`config.mk`:
```
export PLATFORM = sky130hd
export DESIGN_NAME = lazy_flag_eval
export DESIGN_NICKNAME = d
export VERILOG_FILES = /design/src/rtl/lfe_pkg.sv /design/src/rtl/lfe_ctrl.sv /design/src/rtl/lfe_datapath.sv /design/src/rtl/lazy_flag_eval.sv
export SDC_FILE = /design/constraint.sdc
export NUM_CORES = 1
export LEC_CHECK = 0
export BUFFER_PORTS_ARGS = -buffer_cell sky130_fd_sc_hd__buf_2
export CORE_AREA = 2 2 72 74
export DETAILED_ROUTE_END_ITERATION = 8
export DIE_AREA = 0 0 74 76
export HOLD_SLACK_MARGIN = 0.03
export PLACE_DENSITY = 0.73
export REMOVE_ABC_BUFFERS = 1
export SLEW_MARGIN = 40
export SYNTH_ARGS = -nofsm -noshare
export SYNTH_HDL_FRONTEND = slang
export SYNTH_SLANG_ARGS = --single-unit
export TNS_END_PERCENT = 50
```
`constraint.sdc`:
```
create_clock -name clk -period 2.1 [get_ports clk]
set_clock_uncertainty 0.15 [all_clocks]
set_input_delay 0 -clock clk [delete_from_list [all_inputs] [get_ports clk]]
set_output_delay 0 -clock clk [all_outputs]
set_load 0.01 [all_outputs]
```
`src/rtl/lfe_pkg.sv`:
```
package lfe_pkg;

  localparam int BIT_C = 0;
  localparam int BIT_V = 1;
  localparam int BIT_Z = 2;
  localparam int BIT_N = 3;
  localparam int BIT_X = 4;
  localparam int BIT_R = 8;

  typedef enum logic [2:0] {
    OP_ADD  = 3'd0,
    OP_SUB  = 3'd1,
    OP_CMP  = 3'd2,
    OP_MCP  = 3'd3,
    OP_MOVE = 3'd4,
    OP_MULU = 3'd5,
    OP_MULS = 3'd6,
    OP_LIVE = 3'd7
  } op_e;

  typedef enum logic [1:0] {
    WD_BYTE = 2'd0,
    WD_HALF = 2'd1,
    WD_WORD = 2'd2,
    WD_NONE = 2'd3
  } width_e;

  typedef struct packed {
    logic   doWrite;
    logic   useAdd;
    logic   useNz;
    logic   useMulU;
    logic   useMulS;
    logic   invSrc;
    logic   invCarry;
    logic   carryToR;
    width_e width;
  } ctrl_t;

endpackage

```
`src/rtl/lfe_ctrl.sv`:
```
module lfe_ctrl
  import lfe_pkg::*;
(
  input  logic       clk,
  input  logic       rst_n,
  input  logic       evalValid,
  input  op_e        opKind,
  input  logic [2:0] opSize,
  output ctrl_t      ctl
);

  width_e sizeWidth;

  always_comb begin
    case (opSize)
      3'd1:    sizeWidth = WD_BYTE;
      3'd2:    sizeWidth = WD_HALF;
      3'd4:    sizeWidth = WD_WORD;
      default: sizeWidth = WD_NONE;
    endcase
  end

  always_comb begin
    ctl         = '0;
    ctl.width   = sizeWidth;
    ctl.doWrite = evalValid && (opKind != OP_LIVE);
    case (opKind)
      OP_ADD: ctl.useAdd = 1'b1;
      OP_SUB, OP_CMP: begin
        ctl.useAdd   = 1'b1;
        ctl.invSrc   = 1'b1;
        ctl.invCarry = 1'b1;
      end
      OP_MCP: begin
        ctl.useAdd   = 1'b1;
        ctl.carryToR = 1'b1;
        ctl.width    = WD_WORD;
      end
      OP_MOVE: begin
        if (sizeWidth == WD_HALF || sizeWidth == WD_WORD) ctl.useNz = 1'b1;
        else                                              ctl.useAdd = 1'b1;
      end
      OP_MULU: ctl.useMulU = 1'b1;
      OP_MULS: ctl.useMulS = 1'b1;
      default: ;
    endcase
  end


  path_onehot_chk: assert property (@(posedge clk) disable iff (!rst_n)
    $onehot0({ctl.useAdd, ctl.useNz, ctl.useMulU, ctl.useMulS}));


  mcp_word_chk: assert property (@(posedge clk) disable iff (!rst_n)
    (opKind == OP_MCP) |-> (ctl.width == WD_WORD && ctl.carryToR && !ctl.invCarry));

endmodule

```
`src/rtl/lfe_datapath.sv`:
```
module lfe_datapath
  import lfe_pkg::*;
#(
  parameter int DATA_W = 32,
  parameter int STAT_W = 16
) (
  input  logic              clk,
  input  logic              rst_n,
  input  ctrl_t             ctl,
  input  logic [DATA_W-1:0] srcWord,
  input  logic [DATA_W-1:0] dstWord,
  input  logic [DATA_W-1:0] resWord,
  input  logic [DATA_W-1:0] mofWord,
  input  logic              xFlagIn,
  input  logic [STAT_W-1:0] flagMask,
  input  logic [STAT_W-1:0] statusIn,
  output logic [STAT_W-1:0] statusOut
);

  localparam int PROD_W = 2 * DATA_W;
  localparam int HALF_W = 16;
  localparam int BYTE_W = 8;

  logic              signSrc, signDst, signRes, resZero, widthOk;
  logic [PROD_W-1:0] prodWord;
  logic [STAT_W-1:0] newFlags;
  logic [STAT_W-1:0] maskEff;
  logic [STAT_W-1:0] statusNext;

  assign prodWord = {mofWord, resWord};

  always_comb begin
    widthOk = 1'b1;
    case (ctl.width)
      WD_BYTE: begin
        signSrc = srcWord[BYTE_W-1];
        signDst = dstWord[BYTE_W-1];
        signRes = resWord[BYTE_W-1];
        resZero = (resWord[BYTE_W-1:0] == '0);
      end
      WD_HALF: begin
        signSrc = srcWord[HALF_W-1];
        signDst = dstWord[HALF_W-1];
        signRes = resWord[HALF_W-1];
        resZero = (resWord[HALF_W-1:0] == '0);
      end
      WD_WORD: begin
        signSrc = srcWord[DATA_W-1];
        signDst = dstWord[DATA_W-1];
        signRes = resWord[DATA_W-1];
        resZero = (resWord == '0);
      end
      default: begin
        signSrc = 1'b0;
        signDst = 1'b0;
        signRes = 1'b0;
        resZero = 1'b0;
        widthOk = 1'b0;
      end
    endcase
    signSrc = signSrc ^ ctl.invSrc;
  end

  always_comb begin
    logic carryLike;
    newFlags  = '0;
    carryLike = 1'b0;
    if (ctl.useAdd && widthOk) begin
      if (signRes) begin
        newFlags[BIT_N] = 1'b1;
        if (!signSrc && !signDst)     newFlags[BIT_V] = 1'b1;
        else if (signSrc && signDst)  carryLike = 1'b1;
      end else begin
        newFlags[BIT_Z] = resZero;
        newFlags[BIT_V] = signSrc & signDst;
        carryLike       = signSrc | signDst;
      end
      if (ctl.carryToR) newFlags[BIT_R] = carryLike;
      else              newFlags[BIT_C] = carryLike ^ ctl.invCarry;
    end else if (ctl.useNz && widthOk) begin
      if (signRes) newFlags[BIT_N] = 1'b1;
      else         newFlags[BIT_Z] = resZero;
    end else if (ctl.useMulU) begin
      newFlags[BIT_Z] = (prodWord == '0);
      newFlags[BIT_N] = prodWord[PROD_W-1];
      newFlags[BIT_V] = (mofWord != '0);
    end else if (ctl.useMulS) begin
      newFlags[BIT_Z] = (prodWord == '0);
      newFlags[BIT_N] = prodWord[PROD_W-1];
      newFlags[BIT_V] = resWord[DATA_W-1] ? (mofWord != '1) : (mofWord != '0);
    end
  end

  always_comb begin
    maskEff        = flagMask;
    maskEff[BIT_X] = 1'b1;
    if (xFlagIn && newFlags[BIT_Z]) maskEff[BIT_Z] = 1'b0;
    statusNext = (statusIn & ~maskEff) | (newFlags & maskEff);
  end

  always_ff @(posedge clk or negedge rst_n) begin
    if (!rst_n)           statusOut <= '0;
    else if (ctl.doWrite) statusOut <= statusNext;
  end


  x_cleared_chk: assert property (@(posedge clk) disable iff (!rst_n)
    ctl.doWrite |=> !statusOut[BIT_X]);


  outside_mask_chk: assert property (@(posedge clk) disable iff (!rst_n)
    ctl.doWrite |=> (((statusOut ^ $past(statusIn)) & ~$past(maskEff)) == '0));


  z_keep_chk: assert property (@(posedge clk) disable iff (!rst_n)
    (ctl.doWrite && xFlagIn && newFlags[BIT_Z]) |=> (statusOut[BIT_Z] == $past(statusIn[BIT_Z])));


  no_write_hold_chk: assert property (@(posedge clk) disable iff (!rst_n)
    !ctl.doWrite |=> $stable(statusOut));


  nz_exclusive_chk: assert property (@(posedge clk) disable iff (!rst_n)
    ctl.doWrite |-> !(newFlags[BIT_N] && newFlags[BIT_Z]));

endmodule

```
`src/rtl/lazy_flag_eval.sv`:
```
module lazy_flag_eval
  import lfe_pkg::*;
#(
  parameter int DATA_W = 32,
  parameter int STAT_W = 16
) (
  input  logic              clk,
  input  logic              rst_n,
  input  logic              evalValid,
  input  logic [2:0]        opKind,
  input  logic [2:0]        opSize,
  input  logic [DATA_W-1:0] srcWord,
  input  logic [DATA_W-1:0] dstWord,
  input  logic [DATA_W-1:0] resWord,
  input  logic [DATA_W-1:0] mofWord,
  input  logic              xFlagIn,
  input  logic [STAT_W-1:0] flagMask,
  input  logic [STAT_W-1:0] statusIn,
  output logic [STAT_W-1:0] statusOut
);

  ctrl_t ctl;
  op_e   opEnum;

  assign opEnum = op_e'(opKind);

  lfe_ctrl u_ctrl (
    .clk       (clk),
    .rst_n     (rst_n),
    .evalValid (evalValid),
    .opKind    (opEnum),
    .opSize    (opSize),
    .ctl       (ctl)
  );

  lfe_datapath #(
    .DATA_W (DATA_W),
    .STAT_W (STAT_W)
  ) u_dp (
    .clk       (clk),
    .rst_n     (rst_n),
    .ctl       (ctl),
    .srcWord   (srcWord),
    .dstWord   (dstWord),
    .resWord   (resWord),
    .mofWord   (mofWord),
    .xFlagIn   (xFlagIn),
    .flagMask  (flagMask),
    .statusIn  (statusIn),
    .statusOut (statusOut)
  );

endmodule

```
## Word-level counts from Yosys, hierarchy flattened

Index checks and enable logic that the tools add are counted.

- Logic and storage cells: 76
- Bits of input ports: 170
- Flip-flop bits (word level): 16

- Bitwise gates (word level): 8
- Multiplexer cells: 33
- Eq/ne operators: 15
- Reduce and logical (&&, ||, !) cells: 19

Operator list:

| operator | count |
|---|---|
| logical NOT 64 bit | 1 |
| logical NOT 32 bit | 1 |
| inequality test 32 bit, second input constant | 1 |
| nonzero test 32 bit | 1 |
| 2-to-1 mux 1 bit | 21 |
| AND 16 bit | 1 |
| AND 9 x 16 -> 16 bit | 1 |
| logical NOT 16 bit | 1 |
| inverter 16 bit | 1 |
| bitwise OR 16 bit | 1 |
| == test 3 bit, second input constant | 4 |
| 2-to-1 mux 3 bit | 4 |
| case mux 1 bit (3 select lines) | 4 |
| == test 3 x 2 -> 1 bit, second input constant | 3 |
| logical NOT 8 bit | 1 |
| == test 3 x 1 -> 1 bit, second input constant | 2 |
| logical AND 1 bit | 6 |
| case mux 2 bit (3 select lines) | 1 |
| == test 2 x 1 -> 1 bit, second input constant | 2 |
| == test 2 bit, second input constant | 2 |
| 2-to-1 mux 2 bit | 2 |
| OR reduction 4 bit | 1 |
| logical NOT 3 bit | 1 |
| inequality test 3 bit, second input constant | 1 |
| 9 further kinds | 11 |

## Longest topological paths before layout

- Depth in word-level cells: 16
- Gate-level depth with buffers: 7
- Depth with buffers taken out: 6

## By module

Synthesis repeated with hierarchy kept, for this count alone.

- Cell total of the unflattened synthesis: 156
- Area, all modules: 1278.7 sq um

By module, submodules not included:

| module | cells each | times used | seq. area each (sq um) | area an instance (sq um) |
|---|---|---|---|---|
| lfe_datapath | 137 | 1 | 375.4 | 1149.9 |
| lfe_ctrl | 19 | 1 | 0.0 | 128.9 |

## Least setup slack after synthesis

OpenSTA, ideal clock, no wires.

- Path type: input to register
- Start point: input opKind[1]
- End point: register u_dp.statusOut[0]
- Path buffers: 1
- Library setup time: 0.095 ns
- Arrival: 1.291 ns
- Required time: 1.855 ns
- Stages on the path: 7
- Setup slack: 0.563 ns
- Cell sequence: buf_4 and3b_4 or2_4 a22oi_4 mux2i_1 nor2_1 o31ai_1

- Word-level cells in the longest chain between the ends: 15

RTL lines:

| element | RTL line | text |
|---|---|---|
| start, declared | lazy_flag_eval.sv:10 | `input logic [2:0] opKind,` |
| == test 3 x 2 -> 1 bit | lfe_ctrl.sv:27 | `case (opKind)` |
| 2-to-1 mux 3 bit | lfe_ctrl.sv:27 |  |
| == test 2 bit (tied with other cells) | lfe_datapath.sv:34 | `case (ctl.width)` |
| case mux 1 bit (3 select lines) | lfe_datapath.sv:34 |  |
| XOR 1 bit | lfe_datapath.sv:61 | `signSrc = signSrc ^ ctl.invSrc;` |
| logical AND 1 bit / logical NOT 1 bit (equally long branches) | lfe_datapath.sv:72, lfe_datapath.sv:71 |  |
| 2-to-1 mux 1 bit / logical AND 1 bit (equally long branches) | lfe_datapath.sv:72, lfe_datapath.sv:71 |  |
| 2-to-1 mux 1 bit | lfe_datapath.sv:71 | `if (!signSrc && !signDst) newFlags[BIT_V] = 1'b1;` |
| 2-to-1 mux 1 bit | lfe_datapath.sv:69 | `if (signRes) begin` |
| 2-to-1 mux 1 bit | lfe_datapath.sv:68 | `if (ctl.useAdd && widthOk) begin` |
| XOR 1 bit | lfe_datapath.sv:79 | `else newFlags[BIT_C] = carryLike ^ ctl.invCarry;` |
| 2-to-1 mux 1 bit | lfe_datapath.sv:78 | `if (ctl.carryToR) newFlags[BIT_R] = carryLike;` |
| 2-to-1 mux 1 bit | lfe_datapath.sv:68 |  |
| AND 9 x 16 -> 16 bit | lfe_datapath.sv:98 | `statusNext = (statusIn & ~maskEff) \| (newFlags & maskEff);` |
| bitwise OR 16 bit | lfe_datapath.sv:98 |  |
| end signal, assigned | lfe_datapath.sv:103 | `else if (ctl.doWrite) statusOut <= statusNext;` |
| end, declared | lfe_datapath.sv:17 | `output logic [STAT_W-1:0] statusOut` |

Parallel ways exist; a longest one is shown, timed or not. The select of a mux whose other input is x is not followed.
A chain may end at the register's enable or synchronous reset.

## Worst setup path after layout

- Start point: input flagMask[1]
- End point: register u_dp.statusOut[1]

- Word-level cells in the longest chain between the ends: 3

RTL lines:

| element | RTL line | text |
|---|---|---|
| start, declared | lazy_flag_eval.sv:17 | `input logic [STAT_W-1:0] flagMask,` |
| inverter 16 bit | lfe_datapath.sv:98 |  |
| AND 16 bit | lfe_datapath.sv:98 |  |
| bitwise OR 16 bit * | lfe_datapath.sv:98 |  |

Every way passes the cells marked *; elsewhere a longest branch is shown, timed or not.

==> results_dict.tcl <==
set metrics [dict create \
    outcome "finished, final reports clean" \
    fin_ws_ps 69.5 \
    fin_crit_sh 0.967 \
    vias 1828 \
    avgSynthCellArea_um2 8.07 \
    n_fill_cell 494 \
    ir_worst_vdd_uv 167 \
    clk_path_buf_depth 2 \
    p_total_mw 0.921 \
    maxCapViolCount 0 \
    grt.overflow.total 0 \
    rrSetupSlack_ps 630 \
    regToRegEndpoint "u_dp.statusOut[2]$_DFFE_PN0P_" \
    dp_slack_ps 388 \
    placement.io_buffers 124 \
    die_h_um 76 \
    grt_pass1_wl_mm 7.25 \
    final.setup.tns_ps 0 \
    holdWs_ps 57.2 \
    cellPowerDensity_mw_per_mm2 395 \
    synth_enable_flop_cells 0 \
    routed_wirelength_mm 4.62 \
    viasPerCell 4.77 \
    synth-warning-count 0 \
    io_pins 186 \
    crit_start "flagMask[1]" \
    gp_congestion 0.752 \
    critPathMaxFanout 2 \
    r2r_start "u_dp.statusOut[2]$_DFFE_PN0P_" \
    insertion_delay_ps 240 \
    clock_sinks 15 \
    required_ps 2130 \
    worstPathArrival_ps 2060 \
    hpwl_mm 3.62 \
    max_freq_ghz 0.492 \
    yosysSeqAreaShare 0.294 \
    synth_cell_type_count 46 \
    largest_register_ffs 15 \
    num_rows 26 \
    largestRegisters "u_dp.statusOut x15" \
    numCtsBuffers 3 \
    grt_max_degree 18 \
    crit_path_start_kind "primary input" \
    routedWlPerCell_um 12.1 \
    fp.coreArea_mm2 0.00491 \
    cts_tree "done" \
    layout_common_cells "buf_2, dlygate4sd3_1, nand2_1" \
    dp.cells 345 \
    drt-initial-drc-count 37 \
    rsz0062_at_grt "false" \
    async_reset_ff_frac 1.00 \
    n_antenna_cell 0 \
    die_w_um 74 \
    grt_pass1_vias 1745 \
    syn2layout_area_growth_pct 82.8 \
    netlist_area_mm2 0.00127 \
    final_common_cell "buf_2" \
    leakage_nw 1.14 \
    synthFlopType "dfrtp_1" \
    postRouteAntennaNets 0 \
    drc 0 \
    antenna_found_initial 0 \
    tightest_slew_ps 614 \
    dr.pass1.iters 4 \
    cp-end-kind "register" \
    largest-register "u_dp.statusOut" \
    drive_above_1_share 0.450 \
    rr_worst_depth 3 \
    setup_viol 0 \
    ys_ff_latch 15 \
    h-tree-depth 1 \
    initial_core_util 0.260 \
    hold_violations 0 \
    critical_path_class "primary input to register" \
    post-cts-setup-buffer-count 0 \
    die_area_mm2 0.00562 \
    hp-class "primary input to async pin" \
    drv_slew 0 \
    grt_util_all_layers 0.161 \
    path_clk_slew_ps 60 \
    max_slew_margin 0.591 \
    finalNonFillerCells 383 \
    final_net_count 484 \
    syn_inst 158 \
    endpoint "u_dp.statusOut[1]$_DFFE_PN0P_" \
    layout_min_cycle_time_ps 2030 \
    cts-root-buf "clkbuf_8" \
]
-- worst min-delay path by stage --
stage | end | slack [ps] | cells past startpoint
final | u_dp.statusOut[13]$_DFFE_PN0P_ | 60 | 2
after global routing | u_dp.statusOut[10]$_DFFE_PN0P_ | 90 | 2
after CTS | u_dp.statusOut[5]$_DFFE_PN0P_ | 60 | 2
after detailed placement | u_dp.statusOut[5]$_DFFE_PN0P_ | -230 | 1
after global placement | u_dp.statusOut[5]$_DFFE_PN0P_ | -230 | 1
after floorplan | u_dp.statusOut[0]$_DFFE_PN0P_ | -450 | 0
-- worst max-delay path, stage by stage --
cell and delay, ps:
dlygate4sd3_1 540, buf_2 130, and3_1 130, dlygate4sd3_1 560, a31oi_1 150, dlygate4sd3_1 550
-- metrics by stage --
step	area, µm²	utilization
detailed placement	1940	0.395
floorplan	1230	-
global placement	1940	0.395
CTS	2330	0.474
global route	2330	0.475
finish	2330	0.475
-- Yosys cell counts (2+ instances only) --
cell type,n,share of area
nor2b_1,2,0.0098
nand2b_1,2,0.0098
nand4_1,11,0.054
nor4_1,18,0.088
xor2_1,2,0.014
clkbuf_1,3,0.0088
o21ai_0,6,0.024
nor3b_2,2,0.020
nand3b_1,10,0.059
mux2i_1,2,0.016
a22oi_4,2,0.033
a22oi_1,3,0.018
inv_1,3,0.0088
dfrtp_1,15,0.29
nor2_1,5,0.015
buf_4,2,0.012
nand2_1,25,0.074
and2_2,2,0.012
nand3_1,4,0.016
nor3_1,3,0.012
a22o_1,3,0.021
a21oi_1,7,0.027
a31oi_1,3,0.015
-- cell families after synthesis --
group,after synthesis,share of synthesized area
buffers and inverters,10,0.0422
AOI/OAI and AO/OA,33,0.195
muxes,2,0.0157
DFF,15,0.294
other,1,0.00294
xor gates and xnor gates,3,0.0206
and+or+nand+nor,94,0.429
-- power breakdown --
part / internal, mW / leakage [nW] / switching (mW) / total, mW
combinational: 0.200 / 0.929 / 0.165 / 0.365
clock: 0.134 / 0.0228 / 0.0906 / 0.224
sequential: 0.319 / 0.191 / 0.0131 / 0.332
-- layer usage --
| metal | wire length (µm) | GRT usage | vias to the layer above |
|---|---|---|---|
| met5 | 0 | 0 | - |
| met4 | 47 | 0.0418 | 0 |
| met3 | 404 | 0.0225 | 5 |
| met2 | 2360 | 0.307 | 100 |
| met1 | 1810 | 0.179 | 807 |
| li1 | - | - | 916 |
-- what timing repair did --
action | in CTS | in global routing
hold buffers | 34 | 0
endpoints found under the setup margin | 0 | 1
endpoints found under the hold margin | 30 | 0
gates resized for setup | 0 | 1
-- area by class of cell --
cell class / instances / area [µm²] / share of cell area
tap: 70 / 87.6 / 0.0376
clock buffer: 4 / 45.0 / 0.0193
multi-input combinational: 133 / 851 / 0.365
inverter: 3 / 11.3 / 0.00483
sequential: 15 / 375 / 0.161
timing repair buffer: 158 / 961 / 0.412
Note: power is estimated with default switching activity, not from simulation.
